**src/rtl/fpm_pkg.sv**
```systemverilog
package fpm_pkg;

    localparam int FLAG_W      = 5;
    localparam int FLG_INVALID = 0;
    localparam logic [FLAG_W-1:0] FLAG_INVALID_MASK = FLAG_W'(1) << FLG_INVALID;

    // Operand classification summary.
    typedef struct packed {
        logic zero;
        logic inf;
        logic nan;
        logic snan;
    } fpm_class_t;

    // Which result the special-case decision selects.
    typedef enum logic [2:0] {
        K_PASS,
        K_ZERO,
        K_INF,
        K_NAN_A,
        K_NAN_B,
        K_DEFAULT_NAN
    } fpm_kind_e;

    typedef enum logic {
        S_EMPTY,
        S_FULL
    } fpm_state_e;

endpackage

```
**src/rtl/fpm_classify.sv**
```systemverilog
module fpm_classify
    import fpm_pkg::*;
#(
    parameter int EXP_W = 11,
    parameter int MAN_W = 52
) (
    input  logic [EXP_W-1:0] exp_i,
    input  logic [MAN_W-1:0] man_i,
    output fpm_class_t       cls_o
);

    logic exp_max;
    logic exp_min;
    logic man_nz;

    always_comb begin
        exp_max     = &exp_i;
        exp_min     = ~|exp_i;
        man_nz      = |man_i;
        cls_o.zero  = exp_min & ~man_nz;
        cls_o.inf   = exp_max & ~man_nz;
        cls_o.nan   = exp_max & man_nz;
        // Quiet bit is the top mantissa bit; clear means signaling.
        cls_o.snan  = exp_max & man_nz & ~man_i[MAN_W-1];
    end

endmodule

```
**src/rtl/fpm_priority.sv**
```systemverilog
module fpm_priority
    import fpm_pkg::*;
(
    input  fpm_class_t a_i,
    input  fpm_class_t b_i,
    output fpm_kind_e  kind_o,
    output logic       invalid_o
);

    always_comb begin
        kind_o    = K_PASS;
        invalid_o = 1'b0;
        if (a_i.nan) begin
            if (a_i.snan) begin
                kind_o    = K_NAN_A;
                invalid_o = 1'b1;
            end else if (b_i.snan) begin
                kind_o    = K_NAN_B;
                invalid_o = 1'b1;
            end else begin
                kind_o    = K_NAN_A;
            end
        end else if (b_i.nan) begin
            kind_o    = K_NAN_B;
            invalid_o = b_i.snan;
        end else if ((a_i.inf && b_i.zero) || (a_i.zero && b_i.inf)) begin
            kind_o    = K_DEFAULT_NAN;
            invalid_o = 1'b1;
        end else if (a_i.inf || b_i.inf) begin
            kind_o    = K_INF;
        end else if (a_i.zero || b_i.zero) begin
            kind_o    = K_ZERO;
        end
    end

endmodule

```
**src/rtl/fpm_result_build.sv**
```systemverilog
module fpm_result_build
    import fpm_pkg::*;
#(
    parameter  int EXP_W = 11,
    parameter  int MAN_W = 52,
    localparam int W     = 1 + EXP_W + MAN_W
) (
    input  fpm_kind_e      kind_i,
    input  logic           sign_i,
    input  logic [W-1:0]   a_i,
    input  logic [W-1:0]   b_i,
    output logic [W-1:0]   res_o
);

    localparam logic [MAN_W-1:0] QUIET_MAN = {1'b1, {(MAN_W-1){1'b0}}};
    localparam logic [W-1:0]     QUIET_SET = {{(W-MAN_W){1'b0}}, QUIET_MAN};

    always_comb begin
        unique case (kind_i)
            K_ZERO:        res_o = {sign_i, {(W-1){1'b0}}};
            K_INF:         res_o = {sign_i, {EXP_W{1'b1}}, {MAN_W{1'b0}}};
            K_NAN_A:       res_o = a_i | QUIET_SET;
            K_NAN_B:       res_o = b_i | QUIET_SET;
            K_DEFAULT_NAN: res_o = {1'b0, {EXP_W{1'b1}}, QUIET_MAN};
            default:       res_o = '0;
        endcase
    end

endmodule

```
**src/rtl/fpm_special_unit.sv**
```systemverilog
module fpm_special_unit
    import fpm_pkg::*;
#(
    parameter  int EXP_W = 11,
    parameter  int MAN_W = 52,
    localparam int W     = 1 + EXP_W + MAN_W
) (
    input  logic              clk,
    input  logic              rst_n,
    input  logic              in_valid,
    output logic              in_ready,
    input  logic [W-1:0]      in_op_a,
    input  logic [W-1:0]      in_op_b,
    input  logic [FLAG_W-1:0] in_trap_en,
    input  logic [FLAG_W-1:0] in_flags,
    output logic              out_valid,
    input  logic              out_ready,
    output logic [W-1:0]      out_result,
    output logic              out_sign,
    output logic              out_pass,
    output logic              out_wr_en,
    output logic              out_trap,
    output logic [FLAG_W-1:0] out_trap_cause,
    output logic [FLAG_W-1:0] out_flags
);

    fpm_state_e state_q;
    fpm_state_e state_nx;
    logic       accept;

    // Classification of both operands (sign bit excluded).
    logic [W-2:0] body [2];
    fpm_class_t   cls  [2];

    assign body[0] = in_op_a[W-2:0];
    assign body[1] = in_op_b[W-2:0];

    for (genvar g = 0; g < 2; g++) begin : g_cls
        fpm_classify #(
            .EXP_W (EXP_W),
            .MAN_W (MAN_W)
        ) u_cls (
            .exp_i (body[g][W-2 -: EXP_W]),
            .man_i (body[g][MAN_W-1:0]),
            .cls_o (cls[g])
        );
    end

    fpm_kind_e    kind;
    logic         invalid;
    logic         prod_sign;
    logic [W-1:0] built;

    assign prod_sign = in_op_a[W-1] ^ in_op_b[W-1];

    fpm_priority u_prio (
        .a_i       (cls[0]),
        .b_i       (cls[1]),
        .kind_o    (kind),
        .invalid_o (invalid)
    );

    fpm_result_build #(
        .EXP_W (EXP_W),
        .MAN_W (MAN_W)
    ) u_build (
        .kind_i (kind),
        .sign_i (prod_sign),
        .a_i    (in_op_a),
        .b_i    (in_op_b),
        .res_o  (built)
    );

    // Exception raising and per-exception trap suppression.
    logic [FLAG_W-1:0] new_flags;
    logic [FLAG_W-1:0] trap_hit;
    logic              take_trap;
    logic              is_pass;
    logic              do_write;

    always_comb begin
        new_flags = invalid ? FLAG_INVALID_MASK : '0;
        trap_hit  = new_flags & in_trap_en;
        take_trap = |trap_hit;
        is_pass   = (kind == K_PASS);
        do_write  = !is_pass && !take_trap;
    end

    // Next-state logic: LOAD, REFILL, DRAIN, STALL.
    always_comb begin
        state_nx = state_q;
        unique case (state_q)
            S_EMPTY: if (accept) state_nx = S_FULL;
            S_FULL:  if (out_ready) state_nx = accept ? S_FULL : S_EMPTY;
            default: state_nx = S_EMPTY;
        endcase
    end

    // State register.
    always_ff @(posedge clk or negedge rst_n) begin
        if (!rst_n) state_q <= S_EMPTY;
        else        state_q <= state_nx;
    end

    // Handshake outputs decoded from the state.
    always_comb begin
        out_valid = (state_q == S_FULL);
        in_ready  = (state_q == S_EMPTY) || out_ready;
        accept    = in_valid && in_ready;
    end

    // Result slot, loaded on every accepted pair.
    always_ff @(posedge clk or negedge rst_n) begin
        if (!rst_n) begin
            out_result     <= '0;
            out_sign       <= 1'b0;
            out_pass       <= 1'b0;
            out_wr_en      <= 1'b0;
            out_trap       <= 1'b0;
            out_trap_cause <= '0;
            out_flags      <= '0;
        end else if (accept) begin
            out_result     <= do_write ? built : '0;
            out_sign       <= prod_sign;
            out_pass       <= is_pass;
            out_wr_en      <= do_write;
            out_trap       <= take_trap;
            out_trap_cause <= trap_hit;
            out_flags      <= take_trap ? in_flags : (in_flags | new_flags);
        end
    end

endmodule


```
**config.mk**
```make
export PLATFORM = sky130hd
export DESIGN_NAME = fpm_special_unit
export DESIGN_NICKNAME = d
export VERILOG_FILES = /design/src/rtl/fpm_pkg.sv /design/src/rtl/fpm_classify.sv /design/src/rtl/fpm_priority.sv /design/src/rtl/fpm_result_build.sv /design/src/rtl/fpm_special_unit.sv
export SDC_FILE = /design/constraint.sdc
export NUM_CORES = 1
export LEC_CHECK = 0
export ABC_AREA = 0
export BUFFER_PORTS_ARGS = -buffer_cell sky130_fd_sc_hd__buf_2
export CAP_MARGIN = 40
export CORE_ASPECT_RATIO = 1.25
export CORE_MARGIN = 10
export CORE_UTILIZATION = 48
export DETAILED_ROUTE_END_ITERATION = 12
export GPL_ROUTABILITY_DRIVEN = 0
export HOLD_SLACK_MARGIN = 0.02
export MAX_ROUTING_LAYER = met4
export PLACE_DENSITY = 0.95
export SYNTH_ARGS = -nofsm -noshare
export SYNTH_HDL_FRONTEND = slang
export SYNTH_SLANG_ARGS = --single-unit
```
**constraint.sdc**
```tcl
create_clock -name clk -period 3.2 [get_ports clk]
set_clock_uncertainty 0.05 [all_clocks]
set_input_delay 0.48 -clock clk [delete_from_list [all_inputs] [get_ports clk]]
set_output_delay 0.48 -clock clk [all_outputs]
set_load 0.1 [all_outputs]
```
==> run_results.csv, run 1 <==
group,metric,value,unit
run_status,run_status,"finished clean",
routing,via_per_inst,6.10,
clock_tree,cts_max_level,3,
critical_path,critical_path.top_delay_family,"simple AND/OR/NAND/NOR gates",
placed_design,detailedPlacementHpwl,11.5,mm
die,die-height,120,um
logic_synthesis,post_synth.cell_area_avg,9.87,um2
clock_tree,tritoncts_num_sinks,74,
logic_synthesis,synth_seq_area_share,48.6,%
run,cap_violations,0,
critical_path,worst-setup-path-type,"input pin to register",
placed_design,standard_cell_area_after_detailed_placement,0.00498,mm2
logic_synthesis,post_synth_num_cell_types,44,
routing,route.vias.total,4258,
cells_and_area,final_cell_mix,"sky130_fd_sc_hd__buf_2 (212), sky130_fd_sc_hd__dfrtp_1 (74), sky130_fd_sc_hd__nand2_1 (63), sky130_fd_sc_hd__a22oi_1 (52), sky130_fd_sc_hd__o21ai_1 (41)",
routing,drt.antenna.violating_nets,0,
timing,min_period,2860,ps
timing,grt_setup_unrepaired,"no",
routing,highest_layer,"met4",
critical_path,crit_path_top_delay_cell,"sky130_fd_sc_hd__or4_4",
logic_synthesis,synthCells,386,
routing,met3_wirelength,1.12,mm
logic_synthesis,synth_edf_count,0,
cells_and_area,inserted_diodes,0,
grt,grt_first_pass_wirelength,22.6,mm
timing,worst_slew_margin_relative_to_its_limit,54.9,%
grt,grt_start_max_net_pins,50,
critical_path,critical_path.max_stage_delay,660,ps
grt,antenna_found_initial,0,
cells_and_area,layout.cells.most_common,"sky130_fd_sc_hd__buf_2",
clock_tree,clkTransAtPathRegs,70,ps
timing,report.final.slew_viol_count,0,
die,chipWidth,99.7,um
critical_path,setup.worst_path.start_class,"input pin",
die,initial_utilization,49.2,%
die,pin_count,222,
grt,grt_usage,24.0,%
hold_path,timing.hold.worst.class,"input pin to register",
logic_synthesis,ys.flop_type,"sky130_fd_sc_hd__dfrtp_1",
clock_tree,cts_tree,"built",
timing,max_clock_freq,349,MHz
power_and_ir_drop,totalPowerFinal,2200,uW
cells_and_area,final_layout_size_suffix_gt1_share,44.3,%
die,die_area,0.0119,mm2
cells_and_area,layout.cell_area.non_filler,0.00524,mm2
critical_path,worst_setup_path_end_kind,"register",
routing,drt_drc_violations_left,0,
timing,setup_viol,0,
routing,m1WireLength,5.21,mm
logic_synthesis,number_of_warnings_printed_during_yosys_synthesis,0,
clock_tree,cts-root-buf,"sky130_fd_sc_hd__clkbuf_8",
clock_tree,cts_made_buffers,9,
critical_path,path_cells,"buf_2 > nor4_1 > nand4_1 > or4_4 > a311oi_4 > buf_4 > a22oi_1 > o21ai_1",
routing,amount_of_wire_on_met2_after_detailed_routing,7.33,mm
critical_path,crit_buf_inv,2,
logic_synthesis,async_flop_share,100,%
power_and_ir_drop,cellPowerDensity,419,mW/mm2
power_and_ir_drop,total_leakage_power,0.00262,uW
cells_and_area,final_net_count,740,
clock_tree,insertion_delay_to_the_later_sink_of_the_worst_skew_pair,350,ps
grt,grt.overflow.total,0,
logic_synthesis,synth.ff_latch_count,74,
placed_design,portBuffers,213,
timing,timing.hold.ws,317,ps
routing,dr.first_iter.drc_count,345,
timing,setup_tns,0,ps
die,fp.coreArea,0.00775,mm2
routing,detailedRoute.firstPassIterationCount,6,
timing,timing.final.hold_violations,0,
critical_path,worst-endpoint-arrival,3080,ps
logic_synthesis,synth.cell_area,0.00381,mm2
timing,fin_crit_sh,89.4,%
grt,first_global_vias,4487,
cells_and_area,area_growth,37.4,%
die,std_cell_rows,36,
critical_path,worst-path-max-fanout,24,
power_and_ir_drop,worst_ir_drop_vdd,0.333,mV
timing,tightest_slew,675,ps
routing,routed_wl,14.5,mm
critical_path,worst_endpoint_required_time,3410,ps
clock_tree,cts_max_path_buffers,2,
routing,avgRoutedWirePerCell,20.8,um
area by class of cell:
type | instances | area, um2
Timing Repair Buffer | 230 | 1270
Clock inverter | 4 | 98.8
Sequential cell | 74 | 1850
Clock buffer | 12 | 145
Inverter | 1 | 3.75
Fill cell | 597 | 2510
Multi-Input combinational cell | 282 | 1750
Tap cell | 95 | 119
Yosys cell counts (4+ instances only):
cell type / n / area share, %
sky130_fd_sc_hd__buf_2: 6 / 0.79
sky130_fd_sc_hd__mux2_2: 5 / 1.5
sky130_fd_sc_hd__nand2_1: 64 / 6.3
sky130_fd_sc_hd__o21ai_0: 6 / 0.79
sky130_fd_sc_hd__dfrtp_1: 74 / 49
sky130_fd_sc_hd__a22oi_1: 52 / 10
sky130_fd_sc_hd__o21ai_2: 10 / 2.3
sky130_fd_sc_hd__nand3_1: 5 / 0.66
sky130_fd_sc_hd__clkbuf_1: 11 / 1.1
sky130_fd_sc_hd__buf_4: 5 / 0.99
sky130_fd_sc_hd__o21ai_1: 41 / 5.4
sky130_fd_sc_hd__nand4_1: 8 / 1.3
sky130_fd_sc_hd__nor4_1: 34 / 5.6
sky130_fd_sc_hd__buf_6: 10 / 3.0
sky130_fd_sc_hd__a21o_1: 11 / 2.2
sky130_fd_sc_hd__nor3_1: 4 / 0.53
registers in the layout, summed over array words and instances, names as in the netlist:
signal          cells
out_wr_en           1
out_valid           1
out_pass            1
out_result         64
out_trap_cause      1
out_flags           5
out_sign            1
power breakdown:
part | leakage (uW) | internal (uW) | switching [uW]
Sequential | 0.00102 | 948 | 6.80
Combinational | 0.00148 | 95.8 | 247
Clock | 0.000121 | 542 | 356
Total | 0.00262 | 1590 | 610
metal layers:
layer	vias up	global-route usage, %
li1	1892	-
met1	2000	25.3
met2	295	39.4
met3	71	5.68
met4	0	15.2
met5	-	-
worst paths after layout:
| path | start | slack [ps] | depth (start not counted) | end |
|---|---|---|---|---|
| max | in_op_b[0] | 340 | 8 | out_result[29] |
| min | in_flags[1] | 320 | 2 | out_flags[1] |
| max reg2reg | out_valid | 1400 | 5 | out_result[57] |
| min reg2reg | out_result[58] | 420 | 1 | out_result[58] |
| max in group asynchronous | rst_n | 1990 | 3 | out_result[44] |
| min in group asynchronous | rst_n | 550 | 2 | out_result[4] |
timing repair:
item | in CTS | in global routing
resized for setup | 0 | 0
buffers inserted | 0 | 0
hold endpoints to repair | 27 | 0
hold buffers | 1 | 0
stage by stage:
stage | worst slack (ps) | util [%] | instances
2_1_floorplan | 79.9 | - | 389
3_3_place_gp | 195 | 63.9 | 680
3_5_place_dp | 93.5 | 64.3 | 681
4_1_cts | 439 | 67.6 | 698
5_1_grt | 308 | 67.6 | 698
6_report | 339 | 67.6 | 698
kinds of logic after synthesis:
kind of cell / Yosys count / synth area share [%]
AND/OR/NAND/NOR: 134 / 18.3
multiplexers: 6 / 1.74
other: 1 / 0.0984
flip-flops: 74 / 48.6
buffers and inverters: 33 / 5.91
AO/OA/AOI/OAI: 137 / 25.1
XOR/XNOR: 1 / 0.230
(Power assumes the default switching activity.)
==> run 2: changes to the inputs <==
--- a/config.mk
+++ b/config.mk
@@ -8,3 +8,2 @@
 export ABC_AREA = 0
-export BUFFER_PORTS_ARGS = -buffer_cell sky130_fd_sc_hd__buf_2
 export CAP_MARGIN = 40
@@ -12,8 +11,8 @@
 export CORE_MARGIN = 10
-export CORE_UTILIZATION = 48
+export CORE_UTILIZATION = 55
 export DETAILED_ROUTE_END_ITERATION = 12
-export GPL_ROUTABILITY_DRIVEN = 0
+export DONT_BUFFER_PORTS = 1
 export HOLD_SLACK_MARGIN = 0.02
 export MAX_ROUTING_LAYER = met4
-export PLACE_DENSITY = 0.95
+export PLACE_DENSITY = 0.78
 export SYNTH_ARGS = -nofsm -noshare
==> constraint.sdc (replaced) <==
create_clock -name clk -period 3.2 [get_ports clk]
set_clock_uncertainty 0.05 [all_clocks]
set_input_delay 0.8 -clock clk [delete_from_list [all_inputs] [get_ports clk]]
set_output_delay 0.8 -clock clk [all_outputs]
set_load 0.1 [all_outputs]
==> run 2 against run 1 <==
Compared with the run above:
- sequential cell count unchanged
- critical path depth unchanged
- fmax down 9.0%
- count of clock-buffer cells in the layout down 2
- global-route usage up 9.7 points
- combinational power down 27%
- die area down 10%
- power down 5.6%
- highest routed layer unchanged
==> run_results.csv, run 2 (same netlist as run 1, synthesis figures left out) <==
group,metric,value,unit
placed_design,routabilityCongestion,0.910,
clock_tree,ctsHoldBuffers,0,
routing,drt_drc_violations_left,0,
power_and_ir_drop,total_leakage_power,0.00251,uW
run,cap_violations,0,
clock_tree,cts_tree,"built",
grt,grt_usage,33.6,%
routing,via_per_inst,7.68,
cells_and_area,area_growth,62.1,%
run_status,run_status,"finished clean",
placed_design,detailedPlacementHpwl,13.3,mm
timing,report.final.slew_viol_count,0,
cells_and_area,layoutNonFillerInstCount,557,
power_and_ir_drop,worst_ir_drop_vdd,0.381,mV
critical_path,worst-setup-path-type,"input pin to register",
timing,max_clock_freq,318,MHz
placed_design,portBuffers,0,
cells_and_area,final_layout_size_suffix_gt1_share,29.4,%
critical_path,path_cells,"nor4_2 > buf_4 > nand4_1 > or4_4 > a311oi_4 > buf_6 > a22oi_1 > o21ai_1",
timing,fin_crit_sh,98.2,%
cells_and_area,final_core_utilization,92.9,%
timing,setup_viol,0,
critical_path,worst-path-max-fanout,24,
timing,timing.final.hold_violations,0,
critical_path,worst_endpoint_required_time,3390,ps
cells_and_area,inserted_diodes,0,
critical_path,crit_path_top_delay_cell,"sky130_fd_sc_hd__or4_4",
die,die-height,113,um
routing,avgRoutedWirePerCell,35.0,um
clock_tree,tritoncts_num_sinks,74,
die,chipWidth,94.4,um
routing,dr.first_iter.drc_count,445,
timing,grt_setup_unrepaired,"no",
clock_tree,insertion_delay_to_the_later_sink_of_the_worst_skew_pair,350,ps
cells_and_area,layout.cells.most_common,"sky130_fd_sc_hd__dfrtp_1",
critical_path,setup.worst_path.start_class,"input pin",
critical_path,r2r-end,"out_flags[1]",
grt,grt.overflow.total,0,
critical_path,worst_setup_path_end_kind,"register",
die,initial_utilization,57.3,%
timing,min_period,3140,ps
clock_tree,cts_max_path_buffers,2,
die,fp.coreArea,0.00665,mm2
timing,tightest_slew,905,ps
critical_path,regToRegStartpoint,"out_valid",
grt,antenna_found_initial,0,
power_and_ir_drop,cellPowerDensity,335,mW/mm2
clock_tree,cts_max_level,3,
critical_path,reg2regPathDepth,5,
critical_path,timing.critical_path.from,"in_op_b[1]",
cells_and_area,regMostFlops,"out_result",
routing,detailedRoute.firstPassIterationCount,6,
placed_design,place_inst,538,
clock_tree,cts_post_setup_buffers_inserted,0,
routing,routed_wl,19.5,mm
grt,grt_first_pass_wirelength,26.7,mm
clock_tree,cts-root-buf,"sky130_fd_sc_hd__clkbuf_8",
clock_tree,cts_made_buffers,9,
die,die_area,0.0107,mm2
die,pin_count,222,
critical_path,critical_path.max_stage_delay,670,ps
routing,route.vias.total,4276,
cells_and_area,final_net_count,607,
hold_path,timing.hold.worst.class,"input pin to async pin",
cells_and_area,reg.largest.list,"out_result: 64 flops, out_flags: 5 flops",
routing,drt.antenna.violating_nets,0,
grt,first_global_vias,4487,
clock_tree,clkTransAtPathRegs,100,ps
die,std_cell_rows,33,
critical_path,worst-endpoint-arrival,3340,ps
cells_and_area,largest_reg_flops,64,
critical_path,critPathCapture,"out_result[31]",
grt,grt_start_max_net_pins,75,
timing,timing.hold.ws,72.7,ps
critical_path,worst-r2r-setup-slack,1000,ps
cells_and_area,final_cell_mix,"sky130_fd_sc_hd__dfrtp_1 (73), sky130_fd_sc_hd__buf_16 (71), sky130_fd_sc_hd__nand2_1 (63), sky130_fd_sc_hd__a22oi_1 (52), sky130_fd_sc_hd__o21ai_1 (41)",
timing,worst_slew_margin_relative_to_its_limit,39.7,%
run 2: layer usage:
layer | global-route usage, % | vias up | share of wire, %
met4 | 21.4 | 0 | 6.9
met1 | 32.7 | 2046 | 30
met5 | - | - | 0
met2 | 56.5 | 482 | 50
met3 | 10.2 | 122 | 13
li1 | - | 1626 | -
run 2: area by class of cell:
cell class / instances / area, um2
repair buffers: 97 / 2240
flip-flops and latches: 74 / 1850
multi-input cells: 282 / 1750
fillers: 196 / 470
clock buffers: 10 / 128
well taps: 87 / 109
clock inverters: 6 / 88.8
inverters: 1 / 3.75
run 2: worst min path at each step:
stage,slack [ps],from,to
after floorplan,450,rst_n,out_flags[0]
after global placement,460,rst_n,out_result[32]
after detailed placement,460,rst_n,out_result[29]
after CTS,70,rst_n,out_flags[1]
after global routing,60,rst_n,out_flags[1]
final,70,rst_n,out_flags[1]
run 2: critical path, delay by kind of cell:
family | cells | cell delay [ps]
buf+inv | 2 | 450
compound gates | 3 | 820
simple gates | 3 | 1250
run 2: stage by stage:
| stage | cell area (um2) | power [uW] | TNS [ps] | setup slack [ps] |
|---|---|---|---|---|
| final | 6180 | 2070 | 0 | 56.0 |
| after CTS | 6090 | 2030 | 0 | 106 |
| after global routing | 6180 | 2110 | 0 | 11.4 |
| after floorplan | 3820 | 1150 | 0 | 79.9 |
| after global placement | 4000 | 1170 | -7370 | -165 |
| after detailed placement | 5870 | 1220 | -11280 | -253 |
run 2: power by group:
group / total [uW] / internal, uW / leakage (uW) / switching (uW)
registers: 982 / 948 / 0.00101 / 34.2
clock network: 838 / 441 / 0.000103 / 397
logic: 252 / 84.9 / 0.00139 / 167
total: 2070 / 1470 / 0.00251 / 598
run 2: repair_timing:
item,in CTS,in global routing
gates cloned,0,0
resized for setup,1,2
endpoints found under the setup margin,1,2
endpoints found under the hold margin,0,0
